==> src/rtl/ord_pkg.sv <==
package ord_pkg;
  localparam int NCLS = 3;

  typedef enum logic [1:0] {
    CLS_P = 2'd0,
    CLS_N = 2'd1,
    CLS_C = 2'd2
  } cls_e;

  // Whether a head of class mover may leave ahead of an older head of
  // class blocker, given the mover's relaxed-ordering flag.
  function automatic logic may_pass(input int mover, input int blocker, input logic ro);
    logic ok;
    ok = 1'b0;
    case (mover)
      CLS_P: ok = (blocker != CLS_P);
      CLS_C: ok = (blocker == CLS_N) ? 1'b1 : (blocker == CLS_P) ? ro : 1'b0;
      CLS_N: ok = (blocker == CLS_C) ? ro : 1'b0;
      default: ok = 1'b0;
    endcase
    return ok;
  endfunction
endpackage

==> src/rtl/ord_elig.sv <==
module ord_elig
  import ord_pkg::*;
#(
  parameter int TAG_W = 8
) (
  input  logic [NCLS-1:0]            vld,
  input  logic [NCLS-1:0]            ro,
  input  logic [NCLS-1:0][TAG_W-1:0] tag,
  output logic [NCLS-1:0]            elig
);
  localparam int AGE_MSB = TAG_W - 1;

  function automatic logic older(input logic [TAG_W-1:0] a, input logic [TAG_W-1:0] b);
    logic [TAG_W-1:0] d;
    d = a - b;
    return d[AGE_MSB];
  endfunction

  genvar gi;
  generate
    for (gi = 0; gi < NCLS; gi++) begin : g_cls
      always_comb begin
        elig[gi] = vld[gi];
        for (int j = 0; j < NCLS; j++) begin
          if (j != gi && vld[j] && older(tag[j], tag[gi]) && !may_pass(gi, j, ro[gi]))
            elig[gi] = 1'b0;
        end
      end
    end
  endgenerate
endmodule

==> src/rtl/ord_pick.sv <==
module ord_pick
  import ord_pkg::*;
#(
  parameter int TAG_W = 8
) (
  input  logic [NCLS-1:0]            cand,
  input  logic [NCLS-1:0][TAG_W-1:0] tag,
  output logic [NCLS-1:0]            gnt,
  output logic [TAG_W-1:0]           gnt_tag
);
  localparam int AGE_MSB = TAG_W - 1;

  function automatic logic older(input logic [TAG_W-1:0] a, input logic [TAG_W-1:0] b);
    logic [TAG_W-1:0] d;
    d = a - b;
    return d[AGE_MSB];
  endfunction

  logic [NCLS-1:0] win;

  genvar gi;
  generate
    for (gi = 0; gi < NCLS; gi++) begin : g_win
      always_comb begin
        win[gi] = cand[gi];
        for (int j = 0; j < NCLS; j++) begin
          if (j != gi && cand[j] && older(tag[j], tag[gi]))
            win[gi] = 1'b0;
        end
      end
    end
  endgenerate

  // Equal tags are outside the contract; lowest class index breaks the tie.
  always_comb begin
    gnt = '0;
    for (int i = NCLS - 1; i >= 0; i--) begin
      if (win[i]) gnt = NCLS'(1) << i;
    end
  end

  always_comb begin
    gnt_tag = '0;
    for (int i = 0; i < NCLS; i++) begin
      gnt_tag = gnt_tag | (tag[i] & {TAG_W{gnt[i]}});
    end
  end
endmodule

==> src/rtl/ord_arbiter.sv <==
module ord_arbiter
  import ord_pkg::*;
#(
  parameter int TAG_W = 8
) (
  input  logic              clk,
  input  logic              rst_n,
  input  logic              p_valid,
  input  logic [TAG_W-1:0]  p_tag,
  input  logic              p_ro,
  input  logic              np_valid,
  input  logic [TAG_W-1:0]  np_tag,
  input  logic              np_ro,
  input  logic              cpl_valid,
  input  logic [TAG_W-1:0]  cpl_tag,
  input  logic              cpl_ro,
  input  logic [2:0]        space,
  output logic [2:0]        grant,
  output logic [TAG_W-1:0]  grant_tag
);
  localparam int AGE_MSB = TAG_W - 1;

  logic [NCLS-1:0]            vld, ro, elig, cand, pick;
  logic [NCLS-1:0][TAG_W-1:0] tags;
  logic [TAG_W-1:0]           pick_tag;

  assign vld  = {cpl_valid, np_valid, p_valid};
  assign ro   = {cpl_ro, np_ro, p_ro};
  assign tags = {cpl_tag, np_tag, p_tag};

  ord_elig #(.TAG_W(TAG_W)) u_elig (
    .vld (vld),
    .ro  (ro),
    .tag (tags),
    .elig(elig)
  );

  assign cand = elig & space;

  ord_pick #(.TAG_W(TAG_W)) u_pick (
    .cand   (cand),
    .tag    (tags),
    .gnt    (pick),
    .gnt_tag(pick_tag)
  );

  assign grant     = rst_n ? pick : '0;
  assign grant_tag = rst_n ? pick_tag : '0;

  function automatic logic older(input logic [TAG_W-1:0] a, input logic [TAG_W-1:0] b);
    logic [TAG_W-1:0] d;
    d = a - b;
    return d[AGE_MSB];
  endfunction

  a_r2_onehot: assert property (@(posedge clk) disable iff (!rst_n)
    $onehot0(grant));
  a_r2_ready: assert property (@(posedge clk) disable iff (!rst_n)
    (|grant) |-> ((grant & vld & space) == grant));
  a_r3_idle: assert property (@(posedge clk) disable iff (!rst_n)
    ((vld & space) == '0) |-> (grant == '0));
  a_r1_order: assert property (@(posedge clk) disable iff (!rst_n)
    ((vld & space) == vld && p_valid && np_valid && older(p_tag, np_tag)) |-> !grant[1]);
  a_r6_cpl_p: assert property (@(posedge clk) disable iff (!rst_n)
    (grant[2] && p_valid && !cpl_ro) |-> older(cpl_tag, p_tag));
  a_r7_np_p: assert property (@(posedge clk) disable iff (!rst_n)
    (grant[1] && p_valid) |-> older(np_tag, p_tag));
  a_r8_np_c: assert property (@(posedge clk) disable iff (!rst_n)
    (grant[1] && cpl_valid && !np_ro) |-> older(np_tag, cpl_tag));
endmodule

==> config.mk <==
export PLATFORM = sky130hd
export DESIGN_NAME = ord_arbiter
export DESIGN_NICKNAME = d
export VERILOG_FILES = /design/src/rtl/ord_pkg.sv /design/src/rtl/ord_elig.sv /design/src/rtl/ord_pick.sv /design/src/rtl/ord_arbiter.sv
export SDC_FILE = /design/constraint.sdc
export NUM_CORES = 1
export LEC_CHECK = 0
export ABC_AREA = 0
export BUFFER_PORTS_ARGS = -buffer_cell sky130_fd_sc_hd__buf_2
export CORE_ASPECT_RATIO = 1.75
export CORE_MARGIN = 2
export CORE_UTILIZATION = 25
export DETAILED_ROUTE_END_ITERATION = 7
export GPL_TIMING_DRIVEN = 1
export REMOVE_ABC_BUFFERS = 1
export SYNTH_ARGS = -nofsm -noshare
export SYNTH_HDL_FRONTEND = slang
export SYNTH_SLANG_ARGS = --single-unit
==> constraint.sdc <==
create_clock -name vclk -period 3.84
set_input_delay 0.768 -clock vclk [all_inputs]
set_output_delay 0.768 -clock vclk [all_outputs]
set_load 0.02 [all_outputs]
==> results by group, run 1 <==
Clock network
  – CTS Hold Bufs: 0

Cells and area
  – Fill cell count: 542
  – Final Non-Filler Cells: 294
  – Most frequent cells in the layout: buf_2, buf_4, ha_1
  – Final Core Density: 0.400
  – Area Overhead vs Synth: 55.7%
  – N_diodes: 0
  – Multi-input gate area: approximately 1500 µm²
  – Sequential Area: 0 µm²
  – Layout cell share with drive strength beyond 1: 0.469
  – Sequential cells: 0
  – Total Nets Final: 312
  – Post-route design area: 2100 µm²
  – Clock buffers: 0

Place
  – Port buffer count: 44
  – DP Area: roughly 1800 µm²
  – DP Wirelength: 3920 µm
  – Pre-CTS setup slack: -0.0623 ns
  – GP Congestion: 0.884
  – Dpl cells: ~290

STA
  – Peak Freq: between 200 and 300 MHz
  – PnR worst setup slack: ~0.066 ns
  – Slew Viols, Final: 0
  – Final Setup Violations: 0
  – Final count of hold timing violations: 0
  – Tcrit/Tclk final: 0.983
  – Fin crit period: 3.77 ns
  – Worst rel slew slack: 0.651
  – Worst Tran Pin Value: 0.522 ns

Global routing
  – Vias in the first global route: between 1500 and 2000
  – GRT Overall Usage: 0.162
  – First-pass GRT wire length: 7770 µm
  – Initial antenna violation count: 0
  – Pin count of the biggest net entering global routing: 12
  – Grt ovf: 0

Floorplanning
  – Core Box Area: 5260 µm²
  – FP Rows: 35
  – Initial Utilization: 0.257
  – Die H: 101 µm
  – Die Footprint: 6030 µm²
  – Die X-Extent: 59.6 µm
  – I/O pin count: 46

Setup path
  – CP startpoint kind: input port
  – CP Max Fanout: 4
  – Critical Path RT: 3.07 ns
  – CP Class: input port to primary output
  – Slowest CP cell: ha_1
  – CP peak stage delay: 0.33 ns
  – CP Capture Type: primary output
  – CP most frequent cell: buf_4
  – Worst Path Arrival: roughly 3.0 ns
  – CP cell instances: buf_2 > inv_2 > buf_4 > ha_1 > a211oi_2 > nor2_1 > a211o_1 > o2111a_2 > o211a_4 > buf_4 > o2111ai_2 > o211ai_1 > buf_4

Power and ir drop
  – Leakage power: 0.969 nW
  – PwrDens: ~130 nW/µm²
  – Sw power: 0.000159 W
  – Clock Power Share: 0
  – Net Sw Frac: 0.560
  – Logic pwr share: 1.000
  – Flop pwr share: 0
  – VDD IR-drop max: around 48 µV
  – Total Power: 0.000283 W
  – P_int: 0.000125 W

Route
  – Vias per cell: 5.53
  – Avg WL per Cell: 17.1 µm
  – Met1 Wirelength: 1870 µm
  – Max layer used: met4
  – Drc violations: 0
  – Pre-Repair DR Iteration Count: 4
  – Vias after detailed routing: roughly 1600
  – Post-Route WL: 5040 µm
  – Metal2 WL: 2790 µm
  – DR iter-0 viols: 41
  – Final ANT Viol Nets: 0
  – Met3 routed WL: 166 µm

Status
  – Status: complete, no violations

Synthesis
  – Yosys warns: 0
  – Synth Cell Area: 1350 µm²
  – Unique masters post-synth: 37
  – Cells after synthesis: around 170
  – Register area share after synthesis: 0
  – Yosys top cell by area: ha_1
  – Syn_area_per_cell: 7.85 µm²
  – Top-area cell type share of the netlist area: 0.334
  – Top post-synthesis cells by area: ha_1, o211ai_1, inv_1

Worst hold path
  – Worst min-delay path class: input port to primary output

Flow run
  – Total of max-cap violations: 0
kinds of logic (layout without fill, tap and decap cells):
logic type	count (synthesis)	count (layout)	share of synthesized area
buffers and inverters	24	90	0.0695
adders and majority gates	36	36	0.334
AOI/OAI and AO/OA	54	55	0.347
xor gates and xnor gates	8	8	0.0519
and+or+nand+nor	50	50	0.198
layout make-up:
type,count,share of cell area
Multi-Input combinational cell,149,0.712
Timing Repair Buffer,71,0.221
Tap cell,55,0.0327
Inverter,19,0.0339
power by group through the flow:
stage / Sequential [W] / Combinational, W / Clock [W]
after detailed placement: 0 / 0.000225 / 0
final: 0 / 0.000283 / 0
after CTS: 0 / 0.000240 / 0
after global routing: 0 / 0.000309 / 0
after floorplan: 0 / 0.000127 / 0
after global placement: 0 / 0.000221 / 0
Yosys cell counts, drive strengths merged:
library cell,instances
a21oi,5
a211oi,4
clkbuf,3
nand4,11
nand2,13
nor4,1
o211ai,11
o22ai,1
o21ai,6
nor3,2
a21o,4
inv,19
o2111a,1
a2111o,1
o311ai,1
xor2,4
o31a,1
o211a,1
o311a,1
xnor2,4
and3,2
buf,2
a221o,1
nand2b,10
ha,36
or3b,1
nor2,5
o2111ai,8
and2,4
nor2b,1
a31oi,1
a221oi,5
a211o,2
final timing paths:
path	from	to	slack, ns	cells past startpoint
worst max-delay path	p_tag[4]	grant_tag[7]	0.07	13
worst min-delay path	cpl_tag[0]	grant_tag[0]	1.96	4
layer usage:
layer / track usage / vias up
li1: - / 794
met4: 0.0581 / 0
met2: 0.315 / 45
met3: 0.00766 / 16
met5: 0 / -
met1: 0.175 / 771
what timing repair did:
item | in CTS | in global routing
gates cloned | 1 | 0
endpoints found under the setup margin | 8 | 10
gates resized for setup | 15 | 45
pin swaps | 5 | 21
setup buffers | 1 | 1
worst max-delay path: cells and delay by family:
kind                       cells  cell delay, ns
AOI/OAI and AO/OA              6            1.20
buffers and inverters          5            0.59
adders and majority gates      1            0.33
and+or+nand+nor                1            0.11
metrics by stage:
step	TNS [ns]	hold WS, ns
final	0	1.96
after global routing	-0.0712	2.01
after CTS	0	1.96
after detailed placement	-0.339	1.96
after global placement	-0.225	1.95
after floorplan	0	1.73
Power figures use the tool's default switching activity.
==> run 2: changes to the inputs <==
--- a/config.mk
+++ b/config.mk
@@ -14,4 +14,5 @@
 export GPL_TIMING_DRIVEN = 1
 export REMOVE_ABC_BUFFERS = 1
+export SLEW_MARGIN = 20
 export SYNTH_ARGS = -nofsm -noshare
 export SYNTH_HDL_FRONTEND = slang
==> constraint.sdc (replaced) <==
create_clock -name vclk -period 3.84
set_input_delay 0.768 -clock vclk [all_inputs]
set_output_delay 0.768 -clock vclk [all_outputs]
set_load 0.005 [all_outputs]
==> run 2 against run 1 <==
Effect of this change: fmax up 0.33%; non-clock buffer count is 5 lower; first-iteration DRC count increased by 24%; sequential share of layout area did not move; critical path depth decreased by 1.
==> results by group, run 2 (synthesis results as in run 1) <==
Floorplanning
  – I/O pin count: 46 (unchanged)
  – Initial Utilization: 0.257 (unchanged)
  – Core Box Area: 5260 µm² (unchanged)
  – Die H: 101 µm (unchanged)
  – Die X-Extent: 59.6 µm (unchanged)
  – FP Rows: 35 (unchanged)
  – Die Footprint: 6030 µm² (unchanged)

Power and ir drop
  – Sw power: 0.000146 W (-8.0%)
  – Clock Power Share: 0 (unchanged)
  – Flop pwr share: 0 (unchanged)
  – VDD IR-drop max: 49.8 µV (+4.5%)
  – P_int: 0.000114 W (-8.3%)
  – Leakage power: 0.948 nW (-2.2%)
  – Logic pwr share: 1.000 (about the same)
  – Net Sw Frac: 0.561 (+0.00100)
  – Total Power: 0.000260 W (-8.1%)
  – PwrDens: 130 nW/µm² (-3.7%)

Worst hold path
  – Hold Path Cell Cnt: 4 (unchanged)
  – Worst min-delay path class: input port to primary output
  – Hold path startpoint: cpl_tag[1]
  – Hold Crit Endpoint: grant_tag[1]

Route
  – Drc violations: 0 (unchanged)
  – Pre-Repair DR Iteration Count: 4 (unchanged)
  – Vias per cell: 5.39 (-2.5%)
  – Post-Route WL: 4830 µm (-4.1%)
  – Avg WL per Cell: 16.7 µm (-2.4%)
  – DR iter-0 viols: 51 (+24%)
  – Final ANT Viol Nets: 0 (unchanged)
  – Vias after detailed routing: 1559 (-4.1%)

Setup path
  – CP Class: input port to primary output
  – CP Capture Type: primary output
  – Critical Path RT: 3.07 ns (about the same)
  – Worst Path Arrival: 2.99 ns (-0.02 ns)
  – CP startpoint kind: input port
  – CP Max Fanout: 4 (unchanged)

STA
  – Worst rel slew slack: 0.658 (+0.00694)
  – Final Setup Violations: 0 (unchanged)
  – Worst Tran Pin Value: 0.512 ns (-0.0104 ns)
  – PnR worst setup slack: 0.0789 ns (+0.0124 ns)
  – Peak Freq: 266 MHz (+0.33%)
  – Tcrit/Tclk final: 0.979 (-0.00323)
  – Slew Viols, Final: 0 (unchanged)
  – Final count of hold timing violations: 0 (unchanged)
  – Fin crit period: 3.76 ns (-0.0124 ns)

Global routing
  – GRT Overall Usage: 0.157 (-0.00438)
  – Pin count of the biggest net entering global routing: 12 (unchanged)
  – Grt ovf: 0 (unchanged)
  – First-pass GRT wire length: 7460 µm (-4.0%)
  – Vias in the first global route: 1592 (-4.0%)
  – Initial antenna violation count: 0 (unchanged)

Place
  – DP Wirelength: 3790 µm (-3.3%)
  – Pre-CTS setup slack: -0.0135 ns (+0.0488 ns)
  – Port buffer count: 44 (unchanged)
  – DP Area: 1750 µm² (-3.3%)
  – GP Congestion: 0.938 (+6.2%)

Cells and area
  – Total Nets Final: 307 (-1.6%)
  – Clock buffers: 0 (unchanged)
  – Area Overhead vs Synth: 48.6%
  – Post-route design area: 2010 µm² (-4.6%)
  – Final Core Density: 0.382 (-0.0183)
  – Commonest non-fill, non-tap cell in the layout: buf_2
  – N_diodes: 0 (unchanged)
  – Most frequent cells in the layout: buf_2, ha_1, buf_4
  – Fill cell count: 551 (+1.7%)
  – Sequential Area: 0 µm² (unchanged)
  – Layout cell share with drive strength beyond 1: 0.415 (-0.0541)
  – Sequential cells: 0 (unchanged)

Status
  – Status: complete, no violations

Flow run
  – Total of max-cap violations: 0 (unchanged)
[run 2: cell count changes in the layout (fill, tap and decap cells not counted), sizes merged]
cell,delta
buf,-4
clkbuf,-1
[run 2: repair_timing]
action | in CTS | in global routing
endpoints found under the setup margin | 7 | 10
gates resized for setup | 10 | 29
setup buffers | 1 | 3
hold buffers | 0 | 0
gates cloned | 1 | 0
pin swaps | 3 | 16
[run 2: layer usage]
metal / part of all wire / GRT usage / vias up / routed length (µm)
li1: - / - / 785 / -
met1: 0.39 / 0.176 / 726 / 1860
met2: 0.56 / 0.310 / 35 / 2680
met3: 0.029 / 0.00766 / 13 / 138
met4: 0.030 / 0.0376 / 0 / 147
met5: 0 / 0 / - / 0
[run 2: how the worst max path moves through the flow]
| stage | startpoint | to | slack [ns] |
|---|---|---|---|
| CTS | p_tag[2] | grant_tag[2] | 0.02 |
| finish | p_tag[1] | grant_tag[7] | 0.08 |
| global route | np_tag[2] | grant_tag[3] | -0.005 |
| detailed placement | np_tag[2] | grant_tag[5] | -0.01 |
| floorplan | p_tag[2] | grant_tag[0] | 0.40 |
| global placement | p_tag[4] | grant_tag[5] | -0.0006 |
[run 2: power groups by stage]
| stage | Clock, W | Combinational, W | Sequential, W |
|---|---|---|---|
| 2_1_floorplan | 0 | 0.000118 | 0 |
| 3_5_place_dp | 0 | 0.000208 | 0 |
| 3_3_place_gp | 0 | 0.000206 | 0 |
| 5_1_grt | 0 | 0.000285 | 0 |
| 6_report | 0 | 0.000260 | 0 |
| 4_1_cts | 0 | 0.000224 | 0 |
[run 2: layout make-up]
cell class | instances | area, µm² | share of cell area
multi-input cells | 149 | 1470 | 0.732
repair buffers | 66 | 397 | 0.198
inverters | 19 | 71.3 | 0.0356
well taps | 55 | 68.8 | 0.0343
[run 2: metrics by stage]
stage          cells  hold slack [ns]  setup TNS (ns)
4_1_cts          286             1.93               0
5_1_grt          289             1.97        -0.00479
2_1_floorplan    167             1.66               0
3_3_place_gp     284             1.93       -0.000554
6_report         289             1.92               0
3_5_place_dp     284             1.93         -0.0385
[run 2: critical path: stages]
cell and delay (ns):
buf_2 0.10, inv_1 0.10, ha_1 0.23, and2_1 0.15
a221o_1 0.35, a211o_1 0.32, o2111a_2 0.20, o211a_4 0.18
buf_4 0.14, o2111ai_1 0.18, o211ai_1 0.12, buf_2 0.14
==> run 3: changes to the inputs <==
- PLACE_DENSITY: unset -> 0.54
==> run 3 against run 2 <==
Effect of this change: worst hold slack improved by 0.0092 ns; routed wire length fell by 0.56%; critical path depth did not move; global-route usage fell by 0.72 points; via count rose by 0.26%; flip-flop and latch count did not move; design area fell by 3.2%; clock-buffer cell count did not move; core utilization fell by 1.2 points; cell count did not move; combinational power fell by 6%; critical endpoint is now grant_tag[6]; largest cell class unchanged; largest power group unchanged.
==> results by group, run 3 (synthesis results as in run 1) <==
Place
  – Port buffer count: 44 (unchanged)
  – Dpl cells: 284 (unchanged)
  – GP Congestion: 0.894 (-4.8%)
  – DP Wirelength: 3850 µm (+1.6%)
  – Pre-CTS setup slack: -0.00268 ns (+0.0108 ns)

Cells and area
  – Most frequent cells in the layout: buf_2, ha_1, buf_4
  – Area Overhead vs Synth: 43.7%
  – Sequential Area: 0 µm² (unchanged)
  – Sequential cells: 0 (unchanged)
  – Clock buffers: 0 (unchanged)
  – Final Non-Filler Cells: 289 (unchanged)
  – Commonest non-fill, non-tap cell in the layout: buf_2
  – Total Nets Final: 307 (unchanged)
  – N_diodes: 0 (unchanged)
  – Layout cell share with drive strength beyond 1: 0.406 (-0.00855)

Worst hold path
  – Worst min-delay path class: input port to primary output
  – Hold path startpoint: cpl_tag[3]
  – Hold Path Cell Cnt: 4 (unchanged)

Setup path
  – CP startpoint kind: input port
  – CP Max Fanout: 5 (+1)
  – CP Class: input port to primary output
  – Critical path origin: np_tag[2]
  – Worst Path Arrival: 3.00 ns (about the same)
  – CP Capture Type: primary output
  – Critical Path RT: 3.07 ns (about the same)

Global routing
  – GRT Overall Usage: 0.150 (-0.00718)
  – Pin count of the biggest net entering global routing: 12 (unchanged)
  – Vias in the first global route: 1548 (-2.8%)
  – First-pass GRT wire length: 7170 µm (-3.9%)
  – Initial antenna violation count: 0 (unchanged)
  – Grt ovf: 0 (unchanged)

STA
  – Peak Freq: 265 MHz (-0.31%)
  – RSZ-0062 raised after global routing: true
  – Final count of hold timing violations: 0 (unchanged)
  – PnR worst setup slack: 0.0672 ns (-0.0117 ns)
  – Final Setup Violations: 0 (unchanged)
  – Worst Tran Pin Value: 0.563 ns (+0.0513 ns)
  – Tcrit/Tclk final: 0.983 (+0.00304)
  – Slew Viols, Final: 0 (unchanged)
  – Worst rel slew slack: 0.621 (-0.0365)
  – Total negative setup slack: 0 ns (unchanged)
  – Fin crit period: 3.77 ns (+0.0117 ns)

Route
  – Avg WL per Cell: 16.6 µm (-0.56%)
  – Vias after detailed routing: 1563 (+0.26%)
  – Drc violations: 0 (unchanged)
  – Vias per cell: 5.41 (+0.26%)
  – DR iter-0 viols: 44 (-14%)
  – Pre-Repair DR Iteration Count: 4 (unchanged)
  – Final ANT Viol Nets: 0 (unchanged)
  – Post-Route WL: 4800 µm (-0.56%)

Power and ir drop
  – PwrDens: 126 nW/µm² (-3.0%)
  – Total Power: 0.000244 W (-6.2%)
  – Leakage power: 0.931 nW (-1.7%)
  – Clock Power Share: 0 (unchanged)
  – VDD IR-drop max: 43.7 µV (-12%)
  – P_int: 0.000108 W (-5.2%)
  – Net Sw Frac: 0.557 (-0.00439)
  – Sw power: 0.000136 W (-6.9%)
  – Flop pwr share: 0 (unchanged)
  – Logic pwr share: 1.000 (about the same)

Floorplanning
  – Core Box Area: 5260 µm² (unchanged)
  – Die X-Extent: 59.6 µm (unchanged)
  – Initial Utilization: 0.257 (unchanged)
  – FP Rows: 35 (unchanged)
  – Die Footprint: 6030 µm² (unchanged)
  – I/O pin count: 46 (unchanged)
  – Die H: 101 µm (unchanged)

Status
  – Status: complete, no violations

Flow run
  – Total of max-cap violations: 0 (unchanged)
[run 3: worst paths after layout]
path                           end  slack [ns]
worst min-delay path  grant_tag[3]        1.93
worst max-delay path  grant_tag[6]        0.07
[run 3: cell type report]
cell class,count,area (µm²)
multi-input combinational,149,1420
fill,593,3310
timing repair buffer,66,385
inverter,19,71.3
tap,55,68.8
[run 3: metal layers]
layer  track usage  wire length (µm)  up-vias  part of all wire
li1              -                 -      782                 -
met1         0.168              1780      734              0.37
met2         0.294              2780       41              0.58
met3        0.0140               168        6             0.035
met4        0.0291                74        0             0.015
met5             0                 0        -                 0
[run 3: worst max-delay path, stage by stage]
cell and delay [ns]:
buf_2 0.14, inv_1 0.10, ha_4 0.26, and2_0 0.19, a221oi_2 0.31, o21ai_2 0.13, xor2_2 0.19, o211a_4 0.32
buf_4 0.16, o2111ai_1 0.19, o211ai_1 0.12, buf_2 0.14
[run 3: stage by stage]
stage / hold slack (ns) / area, µm² / utilization
global route: 1.97 / 1940 / 0.369
floorplan: 1.66 / 1330 / -
CTS: 1.93 / 1750 / 0.333
detailed placement: 1.93 / 1750 / 0.333
finish: 1.93 / 1940 / 0.369
global placement: 1.94 / 1750 / 0.333
[run 3: timing repair]
action,CTS,global route
setup endpoints to repair,0,11
gates resized for setup,0,29
buffers inserted,0,4
hold buffers,0,0
[run 3: power by group through the flow]
| stage | clock [W] | sequential (W) | combinational [W] |
|---|---|---|---|
| after floorplan | 0 | 0 | 0.000118 |
| after CTS | 0 | 0 | 0.000210 |
| after global placement | 0 | 0 | 0.000207 |
| final | 0 | 0 | 0.000244 |
| after global routing | 0 | 0 | 0.000268 |
| after detailed placement | 0 | 0 | 0.000210 |
